--- src/rtl/eth_rx_pkg.sv ---
package eth_rx_pkg;
    localparam int BYTE_W = 8;
    localparam int LANES  = 4;
    localparam int WORD_W = BYTE_W * LANES;
    localparam int LEN_W  = 16;
    localparam int HDR_BYTES = (WORD_W - LEN_W) / BYTE_W;

    typedef enum logic [1:0] {
        ST_IDLE,
        ST_BODY,
        ST_PATCH,
        ST_DROP
    } rx_state_e;
endpackage

--- src/rtl/eth_rx_lane_acc.sv ---
module eth_rx_lane_acc #(
    parameter int BYTE_W = 8,
    parameter int LANES  = 4,
    localparam int WORD_W = BYTE_W * LANES,
    localparam int LANE_W = $clog2(LANES)
) (
    input  logic              clk,
    input  logic              rst_n,
    input  logic              byte_en,
    input  logic [BYTE_W-1:0] byte_in,
    input  logic [LANE_W-1:0] lane,
    output logic [WORD_W-1:0] word_out
);
    typedef struct packed {
        logic [WORD_W-1:0] acc;
    } acc_regs_t;

    acc_regs_t q, d;
    logic [WORD_W-1:0] merged;

    always_comb begin
        d = q;
        // lane 0 opens a fresh word, so older lanes are zero-filled
        merged = (lane == '0) ? '0 : q.acc;
        for (int g = 0; g < LANES; g++) begin
            if (lane == LANE_W'(g)) begin
                merged[g*BYTE_W +: BYTE_W] = byte_in;
            end
        end
        if (byte_en) begin
            d.acc = merged;
        end
    end

    always_ff @(posedge clk or negedge rst_n) begin
        if (!rst_n) begin
            q <= '0;
        end else begin
            q <= d;
        end
    end

    assign word_out = merged;

    generate
        if (LANES > 2) begin : g_zero_chk
            // the second byte of a word finds the upper lanes still clear
            p_zero_fill_r3: assert property (@(posedge clk) disable iff (!rst_n)
                (byte_en && lane == LANE_W'(1)) |-> (word_out[WORD_W-1:2*BYTE_W] == '0));
        end
    endgenerate
endmodule

--- src/rtl/eth_rx_word_ram.sv ---
module eth_rx_word_ram #(
    parameter int ADDR_W = 4,
    parameter int DATA_W = 32,
    localparam int DEPTH = 1 << ADDR_W
) (
    input  logic              clk,
    input  logic              we,
    input  logic [ADDR_W-1:0] waddr,
    input  logic [DATA_W-1:0] wdata,
    input  logic [ADDR_W-1:0] raddr,
    output logic [DATA_W-1:0] rdata
);
    logic [DATA_W-1:0] mem [DEPTH];

    always_ff @(posedge clk) begin
        if (we) begin
            mem[waddr] <= wdata;
        end
    end

    assign rdata = mem[raddr];
endmodule

--- src/rtl/eth_rx_packer.sv ---
module eth_rx_packer
    import eth_rx_pkg::*;
#(
    parameter int ADDR_W = 4,
    localparam int DEPTH = 1 << ADDR_W,
    localparam int PTR_W = ADDR_W + 1,
    localparam int LANE_W = $clog2(LANES)
) (
    input  logic              clk,
    input  logic              rst_n,
    input  logic              rx_enable,
    input  logic              fifo_clear,
    input  logic              in_valid,
    input  logic [BYTE_W-1:0] in_data,
    input  logic              in_last,
    input  logic              rd_en,
    output logic [WORD_W-1:0] rd_data,
    output logic              rd_valid,
    output logic              overflow
);
    typedef struct packed {
        rx_state_e                   st;
        logic [LEN_W-1:0]            cnt;
        logic [PTR_W-1:0]            wr;
        logic [PTR_W-1:0]            base;
        logic [PTR_W-1:0]            commit;
        logic [PTR_W-1:0]            rd;
        logic [HDR_BYTES*BYTE_W-1:0] hdr_hi;
        logic                        ovf;
    } regs_t;

    regs_t q, d;

    logic              take;
    logic              clear_ok;
    logic              full;
    logic [PTR_W-1:0]  used;
    logic [LANE_W-1:0] lane;
    logic              acc_en;
    logic [WORD_W-1:0] acc_word;
    logic              wen;
    logic [ADDR_W-1:0] waddr;
    logic [WORD_W-1:0] wdata;

    assign take     = in_valid && rx_enable && (q.st != ST_PATCH);
    assign clear_ok = fifo_clear && !rx_enable;
    assign used     = q.wr - q.rd;
    assign full     = (used == PTR_W'(DEPTH));
    // frame byte n sits at stream offset n + 2 behind the length field
    assign lane     = q.cnt[LANE_W-1:0] + LANE_W'(2);
    assign acc_en   = take && (q.st == ST_BODY) && (q.cnt >= LEN_W'(HDR_BYTES));

    eth_rx_lane_acc #(
        .BYTE_W (BYTE_W),
        .LANES  (LANES)
    ) u_acc (
        .clk      (clk),
        .rst_n    (rst_n),
        .byte_en  (acc_en),
        .byte_in  (in_data),
        .lane     (lane),
        .word_out (acc_word)
    );

    always_comb begin
        d     = q;
        wen   = 1'b0;
        waddr = q.wr[ADDR_W-1:0];
        wdata = acc_word;

        unique case (q.st)
            ST_IDLE: begin
                if (take) begin
                    d.cnt    = LEN_W'(1);
                    d.hdr_hi = {{BYTE_W{1'b0}}, in_data};
                    d.base   = q.wr;
                    if (full) begin
                        d.ovf = 1'b1;
                        d.st  = in_last ? ST_IDLE : ST_DROP;
                    end else begin
                        d.wr = q.wr + PTR_W'(1);
                        d.st = in_last ? ST_PATCH : ST_BODY;
                    end
                end
            end
            ST_BODY: begin
                if (take) begin
                    d.cnt = q.cnt + LEN_W'(1);
                    if (q.cnt < LEN_W'(HDR_BYTES)) begin
                        d.hdr_hi[BYTE_W +: BYTE_W] = in_data;
                        if (in_last) begin
                            d.st = ST_PATCH;
                        end
                    end else if (lane == LANE_W'(LANES - 1) || in_last) begin
                        if (full) begin
                            d.ovf = 1'b1;
                            d.wr  = q.base;
                            d.st  = in_last ? ST_IDLE : ST_DROP;
                        end else begin
                            wen  = 1'b1;
                            d.wr = q.wr + PTR_W'(1);
                            if (in_last) begin
                                d.st = ST_PATCH;
                            end
                        end
                    end
                end
            end
            ST_PATCH: begin
                wen      = 1'b1;
                waddr    = q.base[ADDR_W-1:0];
                wdata    = {q.hdr_hi, q.cnt};
                d.commit = q.wr;
                d.st     = ST_IDLE;
            end
            ST_DROP: begin
                if (take && in_last) begin
                    d.st = ST_IDLE;
                end
            end
            default: d.st = ST_IDLE;
        endcase

        if (rd_en && (q.rd != q.commit)) begin
            d.rd = q.rd + PTR_W'(1);
        end

        if (clear_ok) begin
            d.st     = ST_IDLE;
            d.wr     = '0;
            d.base   = '0;
            d.commit = '0;
            d.rd     = '0;
            d.ovf    = 1'b0;
            wen      = 1'b0;
        end
    end

    always_ff @(posedge clk or negedge rst_n) begin
        if (!rst_n) begin
            q <= '{st: ST_IDLE, default: '0};
        end else begin
            q <= d;
        end
    end

    eth_rx_word_ram #(
        .ADDR_W (ADDR_W),
        .DATA_W (WORD_W)
    ) u_ram (
        .clk   (clk),
        .we    (wen),
        .waddr (waddr),
        .wdata (wdata),
        .raddr (q.rd[ADDR_W-1:0]),
        .rdata (rd_data)
    );

    assign rd_valid = (q.rd != q.commit);
    assign overflow = q.ovf;

    // the commit pointer only moves out of the header-write state
    p_commit_after_patch_r4: assert property (@(posedge clk) disable iff (!rst_n)
        (q.commit != $past(q.commit) && !$past(clear_ok)) |-> ($past(q.st) == ST_PATCH));

    // the overflow flag survives until a clear is honoured
    p_ovf_sticky_r5: assert property (@(posedge clk) disable iff (!rst_n)
        (q.ovf && !clear_ok) |=> q.ovf);

    // committed words never exceed the storage
    p_no_overfill_r5: assert property (@(posedge clk) disable iff (!rst_n)
        (q.commit - q.rd) <= PTR_W'(DEPTH));

    // nothing is stored from a disabled receiver outside the header write
    p_no_store_disabled_r6: assert property (@(posedge clk) disable iff (!rst_n)
        (!rx_enable && q.st != ST_PATCH) |-> !wen);

    // an honoured clear leaves an empty FIFO and a low flag
    p_clear_empties_r7: assert property (@(posedge clk) disable iff (!rst_n)
        clear_ok |=> (!rd_valid && !overflow));
endmodule

--- config.mk ---
export PLATFORM = sky130hd
export DESIGN_NAME = eth_rx_packer
export DESIGN_NICKNAME = d
export VERILOG_FILES = /design/src/rtl/eth_rx_pkg.sv /design/src/rtl/eth_rx_lane_acc.sv /design/src/rtl/eth_rx_word_ram.sv /design/src/rtl/eth_rx_packer.sv
export SDC_FILE = /design/constraint.sdc
export NUM_CORES = 1
export LEC_CHECK = 0
export BUFFER_PORTS_ARGS = -buffer_cell sky130_fd_sc_hd__buf_2
export CAP_MARGIN = 30
export CORE_MARGIN = 5
export CORE_UTILIZATION = 53
export DETAILED_ROUTE_END_ITERATION = 12
export GPL_TIMING_DRIVEN = 0
export PLACE_DENSITY = 0.75
export SYNTH_ARGS = -nofsm -noshare
export SYNTH_HDL_FRONTEND = slang
export SYNTH_SLANG_ARGS = --single-unit
export TNS_END_PERCENT = 5
--- constraint.sdc ---
create_clock -name clk -period 5 [get_ports clk]
set_input_delay 1.5 -clock clk [delete_from_list [all_inputs] [get_ports clk]]
set_output_delay 1.5 -clock clk [all_outputs]
set_load 0.02 [all_outputs]
# After elaboration in Yosys (flattened, before gate mapping)
# Memories as Yosys holds them, arrays and structs flattened.
# Index checks and enable logic that the tools add are counted.
# totals
output_inout_bits,34
word_cells,107
mem_bits_rw,512
rom_bits,0
latch_bits,0
input_bits,15
mem_count,1
reg_bits,87
# op_classes
n_div,0
mux,46
bitwise_logic,0
shifts,0
n_eq_ne,19
n_reduce_logical,24
n_addsub,5
n_mul,0
n_lt_le_gt_ge,2
# mem_list
memory,depth,word_bits,rd,rd_ports_with_merged_regs,wr,line_no,rtl
u_ram.mem,16,32,1,0,1,eth_rx_word_ram.sv:13,logic [DATA_W-1:0] mem [DEPTH];
# op_table
cell,n
$mux 32,2
$mux 8,6
$pmux 21 s2,1
$mux 5,7
$mux 28,1
$mux 23,1
$mux 20,1
$mux 2,9
$mux 17,1
$add 16x1->16 const B,1
$ge 16x2->1 const B,1
$lt 16x2->1 const B,1
$pmux 8 s2,1
$ne 3x3->1 const B,5
$mux 1,12
$add 5x1->5 const B,2
$reduce_bool 2->1,5
$eq 2x2->1 const B,4
$pmux 2 s4,1
$reduce_and 4->1,2
$logic_and 1x1->1,7
$ne 2x2->1 const B,3
$reduce_and 6->1,1
$eq 5x5->1 const B,1
16 further kinds,20

# Longest topological paths before layout
# depth
depth_word,10
ltp_mapped,14
mapped_depth_nobuf,10

# By module
# A second synthesis with hierarchy kept.
# hier_totals
cells_unflattened,1353
area_unflattened_um2,24469.7
# modules_own_cells
mod,n_inst,cells_each,area_each_um2,seq_area_each_um2
eth_rx_word_ram,1,806,19194.7,15374.7
eth_rx_packer,1,349,3485.8,1376.3
eth_rx_lane_acc,1,198,1789.2,800.8

# Worst setup path after synthesis
# No wires, ideal clock.
# synth_timing
kind,in2reg
start,input in_valid
end,"memory u_ram.mem[0][0], enable pin"
t_arrival_ns,3.882
n_path_buf,1
cell_stages,6
slack_ns,0.697
path_cell_list,and3b_1 buf_4 nand2_2 a2111oi_4 o221ai_2 nor2_1
# synth_between
elab_chain_len,7
# synth_lines
element,line_no,rtl
"start, declared",eth_rx_packer.sv:13,"input logic in_valid,"
$logic_and 1x1->1 (2 in a row),eth_rx_packer.sv:45,assign take = in_valid && rx_enable && (q.st != ST_PATCH);
$mux 1,eth_rx_packer.sv:87,if (take) begin
$pmux 1 s2,eth_rx_packer.sv:71,unique case (q.st)
$mux 1,eth_rx_packer.sv:128,if (clear_ok) begin
$mux 1,eth_rx_word_ram.sv:16,if (we) begin
$mux 1 (not written as such),eth_rx_word_ram.sv:17,mem[waddr] <= wdata;
"end, declared",eth_rx_word_ram.sv:13,
# Every way passes these cells.

# Worst setup path after layout
# layout_timing
start,register q[18] (netlist bit)
end,output rd_data[9]
# layout_between
elab_chain_len,1
# layout_lines
element,line_no,rtl
"start, declared",eth_rx_packer.sv:32,"regs_t q, d;"
"start signal, assigned",eth_rx_packer.sv:141,"q <= '{st: ST_IDLE, default: '0};"
"start signal, assigned",eth_rx_packer.sv:143,q <= d;
$mem_v2 16x32,--,
"end, declared",eth_rx_packer.sv:17,"output logic [WORD_W-1:0] rd_data,"
# Every way passes these cells.

==> results by group <==
Synthesis
  • Synth Instances: about 1300
  • Main area contributors after synthesis: edfxtp_1, mux4_2, dfrtp_1
  • Sequential-to-total area share from yosys stat: between 70% and 80%
  • Yosys reg bits: roughly 600
  • Syn Area/Cell: between 15 and 20 um^2
  • Ys flop type: edfxtp_1
  • Post-synthesis async set-or-reset flop share: 14.5%
  • Syn nets: 1292
  • Top cell type's share of synthesized area: between 60% and 70%
  • Synth area leader: edfxtp_1
  • Synthesized area: around 24000 um^2
  • Post-synth cell types: 69
  • Yosys warns: 0
  • Number of synthesized flops with an enable pin: about 500

Timing
  • Hold_ws: between 0.4 and 0.5 ns
  • Final hold viol count: 0
  • Final Skew: 0.0210 ns
  • Final Setup Violations: 0
  • Slew Limit Fails: 0
  • Final worst path period share: 98.4%
  • Unrepaired setup endpoints after global routing: false
  • Fmax achieved: 203 MHz
  • Slew headroom: slightly below 30%
  • Setup ws final: approximately 0.08 ns
  • Worst-Margin Slew: ~1.1 ns
  • Minimum clock period: between 4 and 5 ns

Global routing
  • GRT Util Overall: a little under a quarter
  • Pin count of the biggest net entering global routing: 70
  • Initial antenna violation count: 2
  • Vias in the first global route: roughly 14000
  • First-pass GRT wire length: around 88000 um
  • GRT overflow: 0

Flow run
  • Max Cap Viol: 0

Cells and area
  • Commonest non-fill, non-tap cell in the layout: edfxtp_1
  • Area delta synth->final: 14.3%
  • Total of fill cells in the finished design: 3167
  • Final net count: 1442
  • Fin util: about three fifths
  • Fin cells: a little over 2000
  • Most frequent cells in the layout: edfxtp_1, mux4_2, dfrtp_1
  • Share of layout cells above drive strength 1: between 20 and 30%

Clock network
  • Clock Root Buffer: clkbuf_16
  • Clock-pin slew on the worst setup and hold paths: 0.06 ns
  • CTS tree: done
  • Post-CTS Hold Buffers: 0
  • Resized Gates After CTS: 0
  • Setup Buffers After CTS: 0
  • CTS max path bufs: 3
  • H-tree depth: 2
  • Clock Latency Late Sink: 0.61 ns
  • Clock Sinks: approximately 600
  • Total clock buffers created by CTS: 56

Floorplan
  • Die H: 225 um
  • Die area: 50500 um^2
  • IO Count: between 40 and 50
  • Core region area: about 45000 um^2
  • Die extent in x: roughly 220 um
  • Floorplan row count: a little under 80
  • Initial Util: 53.8%

Route
  • ANT nets after route: 0
  • Initial DRC Count: 1641
  • Wire length per cell: between 20 and 30 um
  • Routed vias: 13354
  • Final wirelength: around 60000 um
  • TritonRoute pass-1 iters: 7
  • Via density: roughly 6.5
  • Number of remaining DRC errors: 0

Critical path
  • Most used cell, CP: buf_2
  • Worst path slowest cell: clkbuf_1
  • Worst path cell trace: buf_2, buf_2, clkbuf_1, mux4_2, mux4_2, buf_2
  • Setup crit end kind: primary output
  • Crit start category: flop
  • Kind of critical path: flop to primary output
  • Reg-to-reg slack, setup: about 0.32 ns
  • Worst Path Arrival: 3.42 ns
  • Required time worst endpoint: between 3 and 4 ns
  • Max incr delay on CP: between 0.7 and 0.8 ns
  • CP max FO: 10

Pwr
  • Pwr per Cell Area: 531 nW/um^2
  • Worst IR Drop VDD: 0.336 mV
  • Leak: 0.00947 uW

Placement
  • Post-DP HPWL: between 30000 and 40000 um
  • RD Place Congestion: approximately 0.86
  • IO Port Bufs: 40
  • Post-Place Worst Slack: around 0.45 ns
  • Cells after DPL: just under 2000

Worst hold path
  • Min-Delay Path Class: flop to flop

Run status
  • Outcome: finished, final reports clean
-- area by class of cell --
type                            instances  area [um^2]  share of cell area [%]
Inverter                               16         60.1                   0.215
Timing Repair Buffer                   92          792                    2.83
Sequential cell                       599        17600                    62.8
Buffer                                 81          413                    1.48
Antenna cell                            2         5.00                  0.0179
Multi-Input combinational cell        565         6560                    23.5
Clock inverter                         26          274                   0.980
Tap cell                              600          751                    2.69
Clock buffer                           78         1560                    5.56
-- worst max-delay path, delay by kind of cell, from the launching register on --
kind,cells,cell delay (ns)
muxes,2,0.93
buffers and inverters,4,1.51
DFF,1,0.35
-- Yosys cell counts, types with 4 or more instances --
cell type  count
o21ai_2        4
buf_6         10
xnor2_1       16
ha_1          16
nand2_1       58
o211ai_2       4
mux2_2         9
a221oi_1       4
nor2_1        55
dfrtp_1       87
clkbuf_1      43
nand3_1       14
mux4_2       160
a32o_1         4
and2_1         6
mux2_4         8
a22oi_1       21
a21oi_1       15
buf_1          5
inv_1         16
nor3b_1        4
mux2i_1       18
xor2_1         4
buf_2         21
nor3_1         8
o21ai_0       38
edfxtp_1     512
nor4_1         6
a22o_1        38
-- metal layers --
metal  part of all wire (%)  track usage (%)  vias to the layer above  wire length (um)
li1                       -                -                     5454                 -
met1                     39             33.5                     7047             23400
met2                     49             38.0                      736             29200
met3                    9.0             4.42                      115              5400
met4                    3.1             8.66                        2              1850
met5                  0.032                0                        -                19
-- registers in the layout, summed over array words and instances (netlist names) --
name       flops
u_acc.q       32
q             54
u_ram.mem    512
overflow       1
-- through the flow --
| step | setup TNS, ns | power [uW] | area (um^2) |
|---|---|---|---|
| finish | 0 | 14900 | 28000 |
| detailed placement | 0 | 10600 | 26100 |
| global placement | -820.07 | 10300 | 25400 |
| floorplan | 0 | 9210 | 24500 |
| global route | 0 | 15400 | 28000 |
| CTS | 0 | 14900 | 27900 |
-- report_power, final --
group	switching [uW]	leakage [uW]	internal (uW)
Sequential	140	0.00594	6190
Combinational	2570	0.00265	1690
Clock	1790	0.000888	2470
Total	4500	0.00947	10400
-- path summary, 6_finish.rpt --
check                                 start          endpoint  depth (start not counted)
worst max-delay path                  q[18]        rd_data[9]                          6
worst max register to register        q[20]  u_ram.mem[8][21]                         10
worst min-delay path            u_acc.q[23]       u_acc.q[23]                          1
worst min register to register  u_acc.q[23]       u_acc.q[23]                          1
min in group asynchronous             rst_n             q[22]                          1
max in group asynchronous             rst_n       u_acc.q[10]                          2
-- kinds of logic after synthesis --
group / synth area share [%]
DFF: 71.8
muxes: 16.4
and+or+nand+nor: 3.49
AOI/OAI and AO/OA: 4.86
buffers and inverters: 1.93
xor gates and xnor gates: 0.716
adders and majority gates: 0.818
No activity file was read; power rests on OpenSTA's default activity.
